==> config.mk <==
export PLATFORM = sky130hd
export DESIGN_NAME = cascade_pic
export DESIGN_NICKNAME = d
export VERILOG_FILES = /design/src/rtl/cascade_pic_pkg.sv /design/src/rtl/prio_enc.sv /design/src/rtl/irq_core.sv /design/src/rtl/cascade_pic.sv
export SDC_FILE = /design/constraint.sdc
export NUM_CORES = 1
export LEC_CHECK = 0
export CAP_MARGIN = 40
export CELL_PAD_IN_SITES_DETAIL_PLACEMENT = 0
export CELL_PAD_IN_SITES_GLOBAL_PLACEMENT = 2
export CORE_ASPECT_RATIO = 1.1
export CORE_MARGIN = 8
export CORE_UTILIZATION = 31
export CTS_BUF_LIST = sky130_fd_sc_hd__clkbuf_8 sky130_fd_sc_hd__clkbuf_16
export DETAILED_ROUTE_END_ITERATION = 10
export GPL_TIMING_DRIVEN = 0
export PLACE_DENSITY_LB_ADDON = 0.1
export SYNTH_ARGS = -nofsm -noshare
export SYNTH_HDL_FRONTEND = slang
export SYNTH_HIERARCHICAL = 1
export SYNTH_SLANG_ARGS = --single-unit
export TNS_END_PERCENT = 100
==> constraint.sdc <==
create_clock -name clk_i -period 2.4 [get_ports clk_i]
set_input_delay 0.24 -clock clk_i [delete_from_list [all_inputs] [get_ports clk_i]]
set_output_delay 0.24 -clock clk_i [all_outputs]
set_load 0.01 [all_outputs]
==> src/rtl/cascade_pic_pkg.sv <==
package cascade_pic_pkg;
  localparam int LINES      = 8;
  localparam int LINE_W     = $clog2(LINES);
  localparam int VEC_W      = 8;
  localparam int BASE_W     = VEC_W - LINE_W;
  localparam int CASC_LINE  = 2;
  localparam logic [LINES-1:0] PRI_TRIG_MASK = 8'hF8;
  localparam logic [LINES-1:0] SEC_TRIG_MASK = 8'hDE;

  typedef enum logic [1:0] {
    CFG_PRI_BASE = 2'd0,
    CFG_SEC_BASE = 2'd1,
    CFG_PRI_TRIG = 2'd2,
    CFG_SEC_TRIG = 2'd3
  } cfg_sel_e;
endpackage

==> src/rtl/prio_enc.sv <==
module prio_enc #(
  parameter int N = 8,
  parameter int W = $clog2(N)
) (
  input  logic [N-1:0] req_i,
  output logic         any_o,
  output logic [W-1:0] idx_o
);
  always_comb begin
    idx_o = '0;
    for (int i = N - 1; i >= 0; i--) begin
      if (req_i[i]) idx_o = W'(i);
    end
  end

  assign any_o = |req_i;
endmodule

==> src/rtl/irq_core.sv <==
module irq_core #(
  parameter int               LINES     = 8,
  parameter logic [LINES-1:0] TRIG_MASK = '1,
  parameter bit               CASC_EN   = 1'b0,
  parameter int               CASC_LINE = 2,
  localparam int              LW        = $clog2(LINES)
) (
  input  logic             clk_i,
  input  logic             rst_ni,
  input  logic [LINES-1:0] req_i,
  input  logic             casc_i,
  input  logic             trig_we_i,
  input  logic [LINES-1:0] trig_wdata_i,
  input  logic             ack_i,
  output logic             pend_o,
  output logic [LW-1:0]    win_o
);
  // line fed by cascade input instead of a request pin
  localparam logic [LINES-1:0] CASC_MASK =
    CASC_EN ? (LINES'(1) << CASC_LINE) : '0;

  logic [LINES-1:0] irr_q, irr_d, last_q, trig_q, eff, clr;

  assign eff = (irr_q & ~CASC_MASK) | (CASC_MASK & {LINES{casc_i}});

  prio_enc #(.N(LINES), .W(LW)) u_enc (
    .req_i (eff),
    .any_o (pend_o),
    .idx_o (win_o)
  );

  always_comb begin
    clr   = (ack_i && pend_o) ? ((LINES'(1) << win_o) & ~trig_q) : '0;
    irr_d = (trig_q & req_i)
          | (~trig_q & ((irr_q & ~clr) | (req_i & ~last_q)));
    irr_d = irr_d & ~CASC_MASK;
  end

  always_ff @(posedge clk_i or negedge rst_ni) begin
    if (!rst_ni) begin
      irr_q  <= '0;
      last_q <= '0;
      trig_q <= '0;
    end else begin
      irr_q  <= irr_d;
      last_q <= req_i;
      if (trig_we_i) trig_q <= trig_wdata_i & TRIG_MASK;
    end
  end

  // edge line selected by an acknowledge, with no new edge, is gone next cycle
  a_r2_edge_ack_clears: assert property (@(posedge clk_i) disable iff (!rst_ni)
    (ack_i && pend_o && !trig_q[win_o] && !CASC_MASK[win_o]
      && !(req_i[win_o] && !last_q[win_o]))
    |=> !irr_q[$past(win_o)]);

  // level lines track the sampled input, acknowledge or not
  a_r3_level_tracks: assert property (@(posedge clk_i) disable iff (!rst_ni)
    1'b1 |=> (((irr_q ^ $past(req_i)) & $past(trig_q) & ~CASC_MASK) == '0));

  // a new edge on an edge line always lands, even on an acknowledge cycle
  a_r12_edge_wins: assert property (@(posedge clk_i) disable iff (!rst_ni)
    1'b1 |=> (((irr_q & $past(~trig_q & req_i & ~last_q & ~CASC_MASK))
               == $past(~trig_q & req_i & ~last_q & ~CASC_MASK))));
endmodule

==> src/rtl/cascade_pic.sv <==
module cascade_pic
  import cascade_pic_pkg::*;
(
  input  logic         clk_i,
  input  logic         rst_ni,
  input  logic [15:0]  irq_req_i,
  input  logic         ack_i,
  input  logic         cfg_we_i,
  input  logic [1:0]   cfg_sel_i,
  input  logic [7:0]   cfg_wdata_i,
  output logic         int_o,
  output logic [7:0]   vector_o
);
  logic [BASE_W-1:0] pri_base_q, sec_base_q;
  logic [VEC_W-1:0]  vec_q, vec_d;
  logic              pri_pend, sec_pend, sec_ack, pri_tw, sec_tw;
  logic [LINE_W-1:0] pri_win, sec_win;

  assign pri_tw  = cfg_we_i && (cfg_sel_e'(cfg_sel_i) == CFG_PRI_TRIG);
  assign sec_tw  = cfg_we_i && (cfg_sel_e'(cfg_sel_i) == CFG_SEC_TRIG);
  assign sec_ack = ack_i && pri_pend && (pri_win == LINE_W'(CASC_LINE));

  irq_core #(
    .LINES(LINES), .TRIG_MASK(SEC_TRIG_MASK), .CASC_EN(1'b0), .CASC_LINE(CASC_LINE)
  ) u_sec (
    .clk_i        (clk_i),
    .rst_ni       (rst_ni),
    .req_i        (irq_req_i[2*LINES-1:LINES]),
    .casc_i       (1'b0),
    .trig_we_i    (sec_tw),
    .trig_wdata_i (cfg_wdata_i),
    .ack_i        (sec_ack),
    .pend_o       (sec_pend),
    .win_o        (sec_win)
  );

  irq_core #(
    .LINES(LINES), .TRIG_MASK(PRI_TRIG_MASK), .CASC_EN(1'b1), .CASC_LINE(CASC_LINE)
  ) u_pri (
    .clk_i        (clk_i),
    .rst_ni       (rst_ni),
    .req_i        (irq_req_i[LINES-1:0]),
    .casc_i       (sec_pend),
    .trig_we_i    (pri_tw),
    .trig_wdata_i (cfg_wdata_i),
    .ack_i        (ack_i),
    .pend_o       (pri_pend),
    .win_o        (pri_win)
  );

  always_comb begin
    vec_d = vec_q;
    if (ack_i) begin
      if (!pri_pend)                               vec_d = {pri_base_q, LINE_W'(LINES - 1)};
      else if (pri_win != LINE_W'(CASC_LINE))      vec_d = {pri_base_q, pri_win};
      else if (sec_pend)                           vec_d = {sec_base_q, sec_win};
      else                                         vec_d = {sec_base_q, LINE_W'(LINES - 1)};
    end
  end

  always_ff @(posedge clk_i or negedge rst_ni) begin
    if (!rst_ni) begin
      pri_base_q <= '0;
      sec_base_q <= '0;
      vec_q      <= '0;
    end else begin
      vec_q <= vec_d;
      if (cfg_we_i && cfg_sel_e'(cfg_sel_i) == CFG_PRI_BASE) pri_base_q <= cfg_wdata_i[VEC_W-1:LINE_W];
      if (cfg_we_i && cfg_sel_e'(cfg_sel_i) == CFG_SEC_BASE) sec_base_q <= cfg_wdata_i[VEC_W-1:LINE_W];
    end
  end

  assign int_o    = pri_pend;
  assign vector_o = vec_q;

  a_r7_spurious_code: assert property (@(posedge clk_i) disable iff (!rst_ni)
    (ack_i && !int_o) |=> (vector_o == {$past(pri_base_q), 3'd7}));

  a_r6_cascade_base: assert property (@(posedge clk_i) disable iff (!rst_ni)
    (ack_i && int_o && pri_win == LINE_W'(CASC_LINE))
    |=> (vector_o[VEC_W-1:LINE_W] == $past(sec_base_q)));

  a_r6_sec_raises_int: assert property (@(posedge clk_i) disable iff (!rst_ni)
    sec_pend |-> int_o);

  a_r5_vector_held: assert property (@(posedge clk_i) disable iff (!rst_ni)
    !ack_i |=> $stable(vector_o));
endmodule

Yosys cells after proc, flatten, opt, wreduce, memory -nomap -nowiden
Cells that the tools add are included.
- shift operators: 2
- add/subtract/negate cells: 0
- multipliers: 0
- reduce and logical (&&, ||, !) cells: 10
- equality and inequality tests: 5
- mux-type cells: 21
- bitwise gates (word level): 21
- divide/modulo/power cells: 0
- $lt $le $gt $ge: 0
- operators with widths (operator ; number):
    8-bit AND ; 10
    3-bit 2-to-1 mux ; 17
    8-bit inverter ; 6
    8-bit 2-to-1 mux ; 4
    8-bit OR ; 4
    8-bit OR reduction ; 2
    1-bit by 3-bit << shifter with 8-bit output, first input constant ; 2
    8-bit by 3-bit OR with 8-bit output ; 1
    1-bit logical AND ; 7
    2-bit equality test, second input constant ; 2
    3-bit by 2-bit equality test with 1-bit output, second input constant ; 1
    3-bit by 2-bit inequality test with 1-bit output, second input constant ; 1
    2-bit by 1-bit equality test with 1-bit output, second input constant ; 1
    2-bit logical NOT ; 1
- word-level logic and storage cells: 68
- RAM bits: 0
- output and inout bits: 9
- register bits: 60
- bits in latches: 0
- memories: 0
- memory bits (read-only): 0

Longest topological paths before layout
Gate-level depths: netlist (run 1).
- depth in word-level cells: 19
- depth in mapped cells: 11
- depth with buffers taken out: 10

Modules after synthesis
Netlist (run 1), hierarchy kept.
- by module, submodules not included (module ; cells each ; times used ; sequential area each (um2) ; area an instance (um2)):
    irq_core (u_sec) ; 70 ; 1 ; 550.5 ; 830.8
    cascade_pic ; 66 ; 1 ; 450.4 ; 810.8
    irq_core (u_pri) ; 59 ; 1 ; 475.5 ; 708.2
    prio_enc ; 13 ; 2 ; 0.0 ; 81.3

Worst setup path after synthesis (run 1)
Ideal clock, no wire load.
- kind: reg2reg
- from: register u_sec.irr_q[4] (netlist: u_sec/eff[4])
- to: register u_sec.irr_q[0] (netlist: u_sec/eff[0])
- arrival: 2.596 ns
- clock period less this slack: 2.673 ns
- path buffers: 1
- cell stages (with the launch flop): 10
- library setup time: 0.076 ns
- setup slack: -0.273 ns
- cell sequence: dfrtp_1 -> nor4_2 -> nand3_1 -> o41ai_1 -> and4bb_1 -> buf_6 -> and2_2 -> nand3b_1 -> o31ai_2 -> o21ai_1
- cells in the longest elaborated chain, start to end: 14
- elaborated cells between the ends (all ways): 23
- those cells by class: eq/ne: 1; shift: 1; mux: 9; bitwise: 7; reduce/logical: 5
- RTL lines (element ; RTL line ; text):
    start, declared ; irq_core.sv:22 ; logic [LINES-1:0] irr_q, irr_d, last_q, trig_q, eff, clr;
    start signal, assigned ; irq_core.sv:45 ; irr_q <= irr_d;
    8-bit OR reduction ; prio_enc.sv:16 ; assign any_o = |req_i;
    via sec_pend ; cascade_pic.sv:16 ; logic pri_pend, sec_pend, sec_ack, pri_tw, sec_tw;
    8-bit by 3-bit OR with 8-bit output ; irq_core.sv:24 ; assign eff = (irr_q & ~CASC_MASK) | (CASC_MASK & {LINES{casc_i}});
    3-bit 2-to-1 mux (3 in series) ; prio_enc.sv:12 ; if (req_i[i]) idx_o = W'(i);
    via pri_win[0] ; cascade_pic.sv:17 ; logic [LINE_W-1:0] pri_win, sec_win;
    3-bit by 2-bit equality test with 1-bit output ; cascade_pic.sv:21 ; assign sec_ack = ack_i && pri_pend && (pri_win == LINE_W'(CASC_LINE));
    1-bit logical AND ; cascade_pic.sv:21 ;
    via sec_ack ; cascade_pic.sv:16 ;
    1-bit logical AND ; irq_core.sv:33 ; clr = (ack_i && pend_o) ? ((LINES'(1) << win_o) & ~trig_q) : '0;
    8-bit 2-to-1 mux ; irq_core.sv:33 ;
    8-bit inverter ; irq_core.sv:35 ; | (~trig_q & ((irr_q & ~clr) | (req_i & ~last_q)));
    8-bit AND ; irq_core.sv:35 ;
    8-bit OR ; irq_core.sv:35 ;
    8-bit AND ; irq_core.sv:35 ;
    8-bit OR ; irq_core.sv:35 ;
    via u_sec.irr_d[0] ; irq_core.sv:22 ;
The timed path passes the listed nets, and every way through them passes these cells.
A chain may end at the register's enable or synchronous reset.

Final worst setup path (run 1)
- from: register u_sec.irr_q[5] (netlist: u_sec/eff[5])
- to: register u_sec.irr_q[0] (netlist: u_sec/eff[0])
The elaborated chain is that of the path after synthesis.

==> key figures, run 1 <==
Critical path
  – CP Max Fanout: 4
  – Most frequent CP cell: buf_6
  – R2r setup slk: 0.05 ns
  – CP required: 2.65 ns
  – Crit end category: register
  – Setup CP Type: register to register
  – RR Startpoint: u_sec/eff[5]$_DFF_PN0_
  – Worst EP arrival: 2.60 ns
  – Critical Path Start Type: register
  – CP top delay family: simple AND/OR/NAND/NOR gates
  – Reg-to-reg critical path endpoint: u_sec/eff[0]$_DFF_PN0_
  – R2R cell count: 10
  – Critical path origin: u_sec/eff[5]$_DFF_PN0_
  – Worst path max stage delay: 0.44 ns
  – Buf/Inv on CP: 2
  – Crit-path cells: nor4_4 > nand3_2 > buf_6 > o41ai_4 > and4bb_1 > buf_6 > and2_4 > nand3b_1 > o31ai_2 > o21ai_1
  – Crit-path slowest cell: dfrtp_2

Outcome
  – Status: completed

Timing
  – Final period util: 98.0%
  – Clk_skew: 0.00710 ns
  – Setup repair after global routing missed its margin: yes
  – Final count of hold timing violations: 0
  – Final Critical Period: 2.35 ns
  – Pins Over Slew Limit: 0
  – Hold_ws: 0.372 ns
  – Worst-Margin Slew: 0.597 ns
  – Max Clk Rate: 425 MHz
  – Rel. slew slack: 60.2%
  – Final setup viols: 0
  – Fin worst setup slack: 0.0489 ns

Clock network
  – CTS tree: built
  – Clk_lat worst skew: 0.33 ns
  – Root Buffer: clkbuf_8
  – Maximum buffer depth of the clock tree: 2
  – Clock Pin Slew Worst Setup and Hold Paths: 0.07 ns
  – TritonCTS buffer count: 9
  – Htree depth: 3
  – Clock Sinks: 59

Global routing
  – GRT overflow: 0
  – Largest net degree at the start of global routing: 36
  – Vias in the first global route: 1,927
  – First-pass GRT wire length: 10,000 um
  – Total GRT Usage: 11.9%
  – Antenna violations before repair: 0

Finish
  – Area Overhead vs Synth: 33.2%
  – Ratio of cells with drive above 1 in the final layout: 22.8%
  – Antenna Diode Count: 0
  – Area occupied by multi-input gates: 975 um^2
  – Nets: 311
  – Core Util, Final: 42.4%
  – Storage element area: 1480 um^2
  – Fillcell total: 749

Drt
  – Vias: 1,781
  – Final WL: 5940 um
  – First-pass detailed-route iteration total: 4
  – Drt drc: 0
  – Initial DRC count: 78
  – Per-cell routed wire length: 15.1 um
  – Final ANT Viol Nets: 0
  – DR vias/cell: 4.53

Floorplan
  – Die width: 102 um
  – Core area: 7870 um^2
  – Starting density of the core: 31.9%
  – Std-Cell Rows: 34
  – Vert. Die Dim: 110 um
  – DIE AREA: 11,200 um^2
  – Boundary Pins: 39

Yosys
  – Synth Net Count: 250
  – Post-Syn Area per Cell: 11.4 um^2
  – Synthesis warning total: 6
  – Synth Instances: 220
  – Mapped Area: 2510 um^2

Power and ir drop
  – Worst IR drop on VDD: 0.000295 V
  – Cell area power density: 795 nW/um^2
  – Leakage: 1.42 nW

Hold path
  – Hold Crit Start: irq_req_i[3]
  – HP Class: primary input to register
  – WHS Endpoint: u_pri/last_q[3]$_DFF_PN0_
  – Hold Path Cell Cnt: 1

Placed design
  – Routability cong.: 0.704
  – Final HPWL DP: 4140 um
  – I/O Buffers: 36
  – DP Worst Slack: -0.382 ns

Job
  – Max Cap Viol: 0
==> layer usage <==
layer	global-route usage [%]	wire, um	vias to the layer above
li1	-	-	892
met1	16.0	3040	851
met2	16.8	2560	30
met3	3.52	261	8
met4	6.07	72	0
met5	0	0	-
==> through the flow <==
step           TNS, ns  total power [W]  area (um^2)  cells
3_5_place_dp     -3.08          0.00185         3050    368
6_report             0          0.00266         3340    393
5_1_grt         -0.284          0.00282         3340    393
2_1_floorplan        0          0.00160         2530    220
3_3_place_gp    -59.82          0.00184         3020    364
4_1_cts              0          0.00268         3290    388
==> how the worst max path moves through the flow <==
stage	to	slack (ns)	cells past startpoint
after floorplan	u_sec/eff[4]$_DFF_PN0_	0.06	9
after global placement	vector_o[6]$_DFFE_PN0P_	-0.95	1
after detailed placement	u_sec/eff[5]$_DFF_PN0_	-0.38	9
after CTS	int_o	0.02	5
after global routing	u_sec/eff[0]$_DFF_PN0_	-0.1	10
final	u_sec/eff[0]$_DFF_PN0_	0.05	10
==> where the power goes <==
group          internal [W]  leakage, nW  switching, W
Clock              0.000391       0.0839      0.000391
Combinational      0.000320        0.658      0.000265
Sequential          0.00116        0.680      0.000132
Total               0.00187         1.42      0.000788
==> worst reg2reg max path, stage by stage, from the launching register on <==
cell	delay (ns)
dfrtp_2	0.44
nor4_4	0.30
nand3_2	0.17
buf_6	0.16
o41ai_4	0.33
and4bb_1	0.23
buf_6	0.12
and2_4	0.15
nand3b_1	0.19
o31ai_2	0.09
o21ai_1	0.10
==> sequential cells by signal (all words and copies together) (netlist names) <==
name and cells:
u_sec/eff 8, u_sec/last_q 8, u_pri/last_q 7, u_pri/trig_q 5
pri_base_q 5, u_pri/irr_q 7, vector_o 8, u_sec/trig_q 6
sec_base_q 5
==> repair_timing <==
action                                  in CTS  in global routing
hold buffers                                 1                  0
endpoints found under the hold margin       24                  0
endpoints found under the setup margin      14                  9
setup buffers                                4                  5
pin swaps                                    3                  7
cloned                                       0                  0
resized for setup                            5                  8
==> cell type report <==
type	count	area share [%]
clock buffers	10	4.12
inverters	22	2.47
clock inverters	5	0.899
well taps	108	4.04
repair buffers	50	14.3
multi-input cells	135	29.2
flip-flops and latches	59	44.2
plain buffers	4	0.749
==> cells in the final DEF (no fill, tap or decap), drive strengths merged, types with 2 or more instances in the layout <==
cell / instances
buf: 17
mux2i: 5
clkinvlp: 2
o311ai: 2
nor2: 15
and3b: 2
dfrtp: 59
o31ai: 2
clkdlybuf4s50: 34
clkinv: 3
o21ai: 28
a21oi: 7
nand2: 13
a21boi: 2
a41oi: 2
nand2b: 4
clkbuf: 11
o21bai: 2
nand3: 4
nor3b: 2
o41ai: 3
nor4: 2
mux2: 21
inv: 22
nor2b: 10
nand3b: 3
o211ai: 2
Power figures use the tool's default switching activity.
==> run 2, diff against run 1 <==
--- a/config.mk
+++ b/config.mk
@@ -9,7 +9,7 @@
 export CELL_PAD_IN_SITES_DETAIL_PLACEMENT = 0
 export CELL_PAD_IN_SITES_GLOBAL_PLACEMENT = 2
 export CORE_ASPECT_RATIO = 1.1
-export CORE_MARGIN = 8
+export CORE_MARGIN = 2
 export CORE_UTILIZATION = 31
 export CTS_BUF_LIST = sky130_fd_sc_hd__clkbuf_8 sky130_fd_sc_hd__clkbuf_16
 export DETAILED_ROUTE_END_ITERATION = 10
==> key figures, run 2 (synthesis results as in run 1) <==
Outcome
  – Status: completed (unchanged)

Floorplan
  – Std-Cell Rows: 34 (unchanged)
  – Boundary Pins: 39 (unchanged)
  – Core area: 7870 um^2 (unchanged)
  – Vert. Die Dim: 98.4 um (was 110 um)
  – DIE AREA: 8830 um^2 (was 11,200 um^2)
  – Die width: 89.8 um (was 102 um)
  – Starting density of the core: 31.9% (unchanged)

Timing
  – Final count of hold timing violations: 0 (unchanged)
  – Setup repair after global routing missed its margin: yes (unchanged)
  – Worst-Margin Slew: 0.597 ns (about the same)
  – Rel. slew slack: 60.2% (about the same)
  – Pins Over Slew Limit: 0 (unchanged)
  – Max Clk Rate: 422 MHz (was 425 MHz)
  – Final setup viols: 0 (unchanged)
  – Final period util: 98.8% (was 98.0%)
  – Clk_skew: 0.00910 ns (was 0.00710 ns)
  – Final Critical Period: 2.37 ns (was 2.35 ns)

Drt
  – First-pass detailed-route iteration total: 4 (unchanged)
  – Drt drc: 0 (unchanged)
  – Final ANT Viol Nets: 0 (unchanged)
  – Vias: 1,818 (was 1,781)
  – Initial DRC count: 64 (was 78)
  – Final WL: 5650 um (was 5940 um)
  – Per-cell routed wire length: 14.4 um (was 15.1 um)
  – DR vias/cell: 4.63 (was 4.53)

Critical path
  – Most frequent CP cell: buf_6 (unchanged)
  – Worst EP arrival: 2.65 ns (was 2.60 ns)
  – Critical Path Start Type: register (unchanged)
  – Crit-path cells: nor4_4 > nand3_2 > buf_6 > o41ai_4 > and4bb_1 > buf_6 > and2_4 > nand3b_1 > o21ai_0 > nand2_1 (was nor4_4 > nand3_2 > buf_6 > o41ai_4 > and4bb_1 > buf_6 > and2_4 > nand3b_1 > o31ai_2 > o21ai_1)
  – Worst path max stage delay: 0.45 ns (was 0.44 ns)
  – Setup CP Type: register to register (unchanged)
  – CP required: 2.67 ns (was 2.65 ns)
  – CP Max Fanout: 4 (unchanged)
  – Crit-path slowest cell: dfrtp_2 (unchanged)
  – Crit end category: register (unchanged)

Global routing
  – First-pass GRT wire length: 9880 um (was 10,000 um)
  – Antenna violations before repair: 0 (unchanged)
  – GRT overflow: 0 (unchanged)
  – Largest net degree at the start of global routing: 36 (unchanged)
  – Vias in the first global route: 1,901 (was 1,927)
  – Total GRT Usage: 14.5% (was 11.9%)

Job
  – Max Cap Viol: 0 (unchanged)

Finish
  – Nets: 310 (was 311)
  – Ratio of cells with drive above 1 in the final layout: 23.2% (was 22.8%)
  – Fillcell total: 766 (was 749)
  – Area Overhead vs Synth: 34.4% (was 33.2%)
  – Most frequent cells in the layout: dfrtp_1 (58), clkdlybuf4s50_1 (34), inv_1 (24) (was dfrtp_1 (58), clkdlybuf4s50_1 (34), o21ai_0 (25))
  – Area occupied by multi-input gates: 1000 um^2 (was 975 um^2)
  – Core Util, Final: 42.8% (was 42.4%)
  – Storage element area: 1480 um^2 (unchanged)
  – Antenna Diode Count: 0 (unchanged)
  – Most common cell after layout, fill and taps aside: dfrtp_1 (unchanged)

Clock network
  – Clk_lat worst skew: 0.33 ns (about the same)
  – Clock Sinks: 59 (unchanged)
  – Htree depth: 3 (unchanged)
  – Root Buffer: clkbuf_8 (unchanged)
  – Clock Pin Slew Worst Setup and Hold Paths: 0.07 ns (about the same)
  – TritonCTS buffer count: 9 (unchanged)
  – Maximum buffer depth of the clock tree: 2 (unchanged)
  – CTS tree: built (unchanged)

Power and ir drop
  – Cell area power density: 813 nW/um^2 (was 795 nW/um^2)
  – Worst IR drop on VDD: 0.000286 V (was 0.000295 V)
  – Leakage: 1.44 nW (was 1.42 nW)
  – PnR Total Power: 0.00274 W (was 0.00266 W)

Placed design
  – Final HPWL DP: 4000 um (was 4140 um)
  – I/O Buffers: 36 (unchanged)
  – Routability cong.: 0.671 (was 0.704)

Hold path
  – HP Class: primary input to register (unchanged)
run 2: path summary, 6_finish.rpt:
check	start	endpoint	slack [ns]	cells after the start
setup / recovery	u_sec/eff[5]$_DFF_PN0_	u_sec/eff[2]$_DFF_PN0_	0.03	10
hold / removal	irq_req_i[6]	u_pri/last_q[6]$_DFF_PN0_	0.36	1
setup reg to reg	u_sec/eff[5]$_DFF_PN0_	u_sec/eff[2]$_DFF_PN0_	0.03	10
hold reg to reg	u_sec/last_q[0]$_DFF_PN0_	u_sec/eff[0]$_DFF_PN0_	0.41	1
max in group asynchronous	rst_ni	u_sec/eff[5]$_DFF_PN0_	1.35	3
min in group asynchronous	rst_ni	u_pri/irr_q[0]$_DFF_PN0_	0.44	2
run 2: area by class of cell:
type / instances / area share, %
plain buffers: 4 / 0.742
repair buffers: 49 / 13.7
clock inverters: 7 / 1.82
flip-flops and latches: 59 / 43.8
inverters: 22 / 2.45
well taps: 108 / 4.01
multi-input cells: 135 / 29.7
clock buffers: 9 / 3.67
run 2: report_power, final:
group	switching, W	internal (W)	leakage (nW)	total, W
Sequential	0.000139	0.00116	0.680	0.00130
Combinational	0.000261	0.000318	0.654	0.000579
Clock	0.000396	0.000468	0.105	0.000864
Total	0.000796	0.00194	1.44	0.00274
run 2: per-stage QoR:
stage                     instance area, um^2  worst slack (ns)  instances  hold WS [ns]  setup TNS [ns]
after floorplan                          2530            0.0591        220       -0.0556               0
after global placement                   3020            -0.950        364         0.408          -60.22
after detailed placement                 3050            -0.372        368         0.290           -3.00
after CTS                                3320            0.0195        390         0.351               0
after global routing                     3370           -0.0950        393         0.347          -0.337
final                                    3370            0.0289        393         0.362               0
run 2: per-layer routing:
| metal | part of all wire (%) | track usage (%) | vias to the layer above |
|---|---|---|---|
| met3 | 3.8 | 3.86 | 9 |
| met1 | 50 | 20.5 | 884 |
| met2 | 45 | 20.7 | 34 |
| met5 | 0 | 0 | - |
| met4 | 1.9 | 6.75 | 0 |
| li1 | - | - | 891 |
run 2: worst max-delay path: cells and delay by family, from the launching register on:
family	cells	cell delay, ns
AOI/OAI and AO/OA	2	0.43
buffers and inverters	2	0.28
DFF	1	0.45
and+or+nand+nor	6	1.15
run 2: timing repair:
item | in CTS | in global routing
setup buffers | 5 | 3
hold endpoints to repair | 24 | 0
resized for setup | 8 | 12
hold buffers | 1 | 0
setup endpoints to repair | 14 | 8
pin swaps | 3 | 8
==> run 3, diff against run 2 <==
--- a/config.mk
+++ b/config.mk
@@ -10,7 +10,7 @@
 export CELL_PAD_IN_SITES_GLOBAL_PLACEMENT = 2
 export CORE_ASPECT_RATIO = 1.1
 export CORE_MARGIN = 2
-export CORE_UTILIZATION = 31
+export CORE_UTILIZATION = 37
 export CTS_BUF_LIST = sky130_fd_sc_hd__clkbuf_8 sky130_fd_sc_hd__clkbuf_16
 export DETAILED_ROUTE_END_ITERATION = 10
 export GPL_TIMING_DRIVEN = 0
==> constraint.sdc (replaced) <==
create_clock -name clk_i -period 3 [get_ports clk_i]
set_input_delay 0.3 -clock clk_i [delete_from_list [all_inputs] [get_ports clk_i]]
set_output_delay 0.3 -clock clk_i [all_outputs]
set_load 0.01 [all_outputs]
==> key figures, run 3 (synthesis results as in run 1) <==
Floorplan
  – DIE AREA: 7460 um^2 (was 8830 um^2)
  – Boundary Pins: 39 (unchanged)
  – Core area: 6590 um^2 (was 7870 um^2)
  – Std-Cell Rows: 31 (was 34)
  – Starting density of the core: 38.0% (was 31.9%)
  – Die width: 82.5 um (was 89.8 um)
  – Vert. Die Dim: 90.4 um (was 98.4 um)

Timing
  – Final Critical Period: 2.70 ns (was 2.37 ns)
  – Max Clk Rate: 371 MHz (was 422 MHz)
  – Pins Over Slew Limit: 0 (unchanged)
  – Final count of hold timing violations: 0 (unchanged)
  – Rel. slew slack: 47.2% (was 60.2%)
  – Worst-Margin Slew: 0.785 ns (was 0.597 ns)
  – Setup repair after global routing missed its margin: no (was yes)
  – Final period util: 89.9% (was 98.8%)
  – Final setup viols: 0 (unchanged)
  – Clk_skew: 0.0167 ns (was 0.00910 ns)

Global routing
  – Vias in the first global route: 1,725 (was 1,901)
  – Largest net degree at the start of global routing: 37 (was 36)
  – First-pass GRT wire length: 8690 um (was 9880 um)
  – Total GRT Usage: 15.4% (was 14.5%)
  – GRT overflow: 0 (unchanged)
  – Antenna violations before repair: 0 (unchanged)

Power and ir drop
  – Flop pwr share: 43.8% (was 47.4%)
  – Cell area power density: 717 nW/um^2 (was 813 nW/um^2)
  – Worst IR drop on VDD: 0.000322 V (was 0.000286 V)
  – Sw power: 0.000633 W (was 0.000796 W)
  – Comb pwr share: 18.6% (was 21.1%)
  – Leakage: 1.41 nW (was 1.44 nW)
  – Int Power: 0.00172 W (was 0.00194 W)
  – PnR Total Power: 0.00236 W (was 0.00274 W)
  – Sw Ratio: 26.9% (was 29.1%)
  – Clock power frac: 37.7% (was 31.5%)

Placed design
  – Final HPWL DP: 3710 um (was 4000 um)
  – Routability cong.: 0.716 (was 0.671)
  – I/O Buffers: 36 (unchanged)
  – Cell Area, Placed: 3010 um^2 (was 3050 um^2)

Critical path
  – Worst EP arrival: 2.97 ns (was 2.65 ns)
  – Crit end category: register (unchanged)
  – Crit-path slowest cell: dfrtp_1 (was dfrtp_2)
  – Critical Path Start Type: register (unchanged)
  – Worst path max stage delay: 0.43 ns (was 0.45 ns)
  – Crit-path cells: nor4_2 > nand3_2 > nor2b_1 > o21bai_1 > o41ai_4 > clkdlybuf4s15_2 > and4bb_1 > buf_6 > and2_2 > nand3b_1 > o21ai_0 > nand2_1 (was nor4_4 > nand3_2 > buf_6 > o41ai_4 > and4bb_1 > buf_6 > and2_4 > nand3b_1 > o21ai_0 > nand2_1)
  – Setup CP Type: register to register (unchanged)
  – CP required: 3.27 ns (was 2.67 ns)
  – CP Max Fanout: 6 (was 4)

Drt
  – Vias: 1,765 (was 1,818)
  – DR vias/cell: 4.92 (was 4.63)
  – Initial DRC count: 45 (was 64)
  – Per-cell routed wire length: 14.6 um (was 14.4 um)
  – Final WL: 5240 um (was 5650 um)
  – Drt drc: 0 (unchanged)
  – First-pass detailed-route iteration total: 4 (unchanged)
  – Final ANT Viol Nets: 0 (unchanged)

Clock network
  – Maximum buffer depth of the clock tree: 2 (unchanged)
  – CTS tree: built (unchanged)
  – Clock Sinks: 59 (unchanged)
  – Post-CTS Setup Bufs: 0 (was 5)
  – Root Buffer: clkbuf_8 (unchanged)
  – Clk_lat worst skew: 0.33 ns (about the same)
  – Clock Pin Slew Worst Setup and Hold Paths: 0.08 ns (was 0.07 ns)
  – Htree depth: 3 (unchanged)
  – TritonCTS buffer count: 9 (unchanged)

Finish
  – Ratio of cells with drive above 1 in the final layout: 18.4% (was 23.2%)
  – Core Util, Final: 49.9% (was 42.8%)
  – Most frequent cells in the layout: dfrtp_1 (59), clkdlybuf4s50_1 (35), o21ai_0 (26) (was dfrtp_1 (58), clkdlybuf4s50_1 (34), inv_1 (24))
  – Most common cell after layout, fill and taps aside: dfrtp_1 (unchanged)
  – Antenna Diode Count: 0 (unchanged)
  – Post-route cell area: 3290 um^2 (was 3370 um^2)
  – Nets: 302 (was 310)
  – Area Overhead vs Synth: 31.1% (was 34.4%)
  – Fillcell total: 627 (was 766)

Hold path
  – HP Class: register to register (was primary input to register)

Outcome
  – Status: completed (unchanged)

Job
  – Max Cap Viol: 0 (unchanged)
-- run 3: final cells by class --
cell class / count / area (um^2) / area share, %
buffer: 4 / 25.0 / 0.761
clock buffer: 9 / 124 / 3.77
clock inverter: 7 / 124 / 3.77
inverter: 22 / 82.6 / 2.51
multi-input combinational: 135 / 948 / 28.8
sequential: 59 / 1480 / 44.9
tap: 82 / 103 / 3.12
timing repair buffer: 41 / 407 / 12.4
-- run 3: final timing paths --
kind / depth (start not counted) / endpoint / startpoint / slack, ns
min in group asynchronous: 2 / u_pri/irr_q[1]$_DFF_PN0_ / rst_ni / 0.50
worst max-delay path: 12 / u_sec/eff[2]$_DFF_PN0_ / u_sec/eff[4]$_DFF_PN0_ / 0.30
worst max register to register: 12 / u_sec/eff[2]$_DFF_PN0_ / u_sec/eff[4]$_DFF_PN0_ / 0.30
worst min register to register: 1 / u_pri/irr_q[0]$_DFF_PN0_ / u_pri/last_q[0]$_DFF_PN0_ / 0.42
worst min-delay path: 1 / u_pri/irr_q[0]$_DFF_PN0_ / u_pri/last_q[0]$_DFF_PN0_ / 0.42
max in group asynchronous: 3 / u_sec/trig_q[1]$_DFFE_PN0P_ / rst_ni / 1.92
-- run 3: power by group through the flow --
stage	registers (W)	logic (W)	clock network, W
floorplan	0.00102	0.000244	0
global placement	0.00104	0.000410	0
detailed placement	0.00104	0.000430	0
CTS	0.00103	0.000436	0.000913
global route	0.00105	0.000489	0.000948
finish	0.00103	0.000437	0.000888
-- run 3: repair_timing --
| item | in CTS | in global routing |
|---|---|---|
| hold buffers | 1 | 0 |
| setup endpoints to repair | 8 | 8 |
| pin swaps | 0 | 1 |
| resized for setup | 1 | 2 |
| endpoints found under the hold margin | 23 | 0 |
-- run 3: layer usage --
metal | GRT usage, % | up-vias | part of all wire [%]
met5 | 0 | - | 0
met4 | 5.74 | 0 | 0.90
met1 | 23.2 | 851 | 52
met2 | 21.3 | 40 | 43
li1 | - | 868 | -
met3 | 3.90 | 6 | 4.2
-- run 3: stage by stage --
step / TNS [ns] / worst slack, ns / hold slack, ns / instances
6_report: 0 / 0.302 / 0.424 / 359
5_1_grt: 0 / 0.107 / 0.427 / 359
4_1_cts: 0 / 0.0394 / 0.421 / 359
3_5_place_dp: -0.759 / -0.124 / 0.328 / 342
3_3_place_gp: -22.93 / -0.356 / 0.406 / 338
2_1_floorplan: 0 / 0.327 / 0.00441 / 220
-- run 3: critical path, delay by kind of cell, from the launching register on --
kind            cells  cell delay, ns
compound gates      3            0.32
simple gates        7            1.41
buf+inv             2            0.45
flops               1            0.43
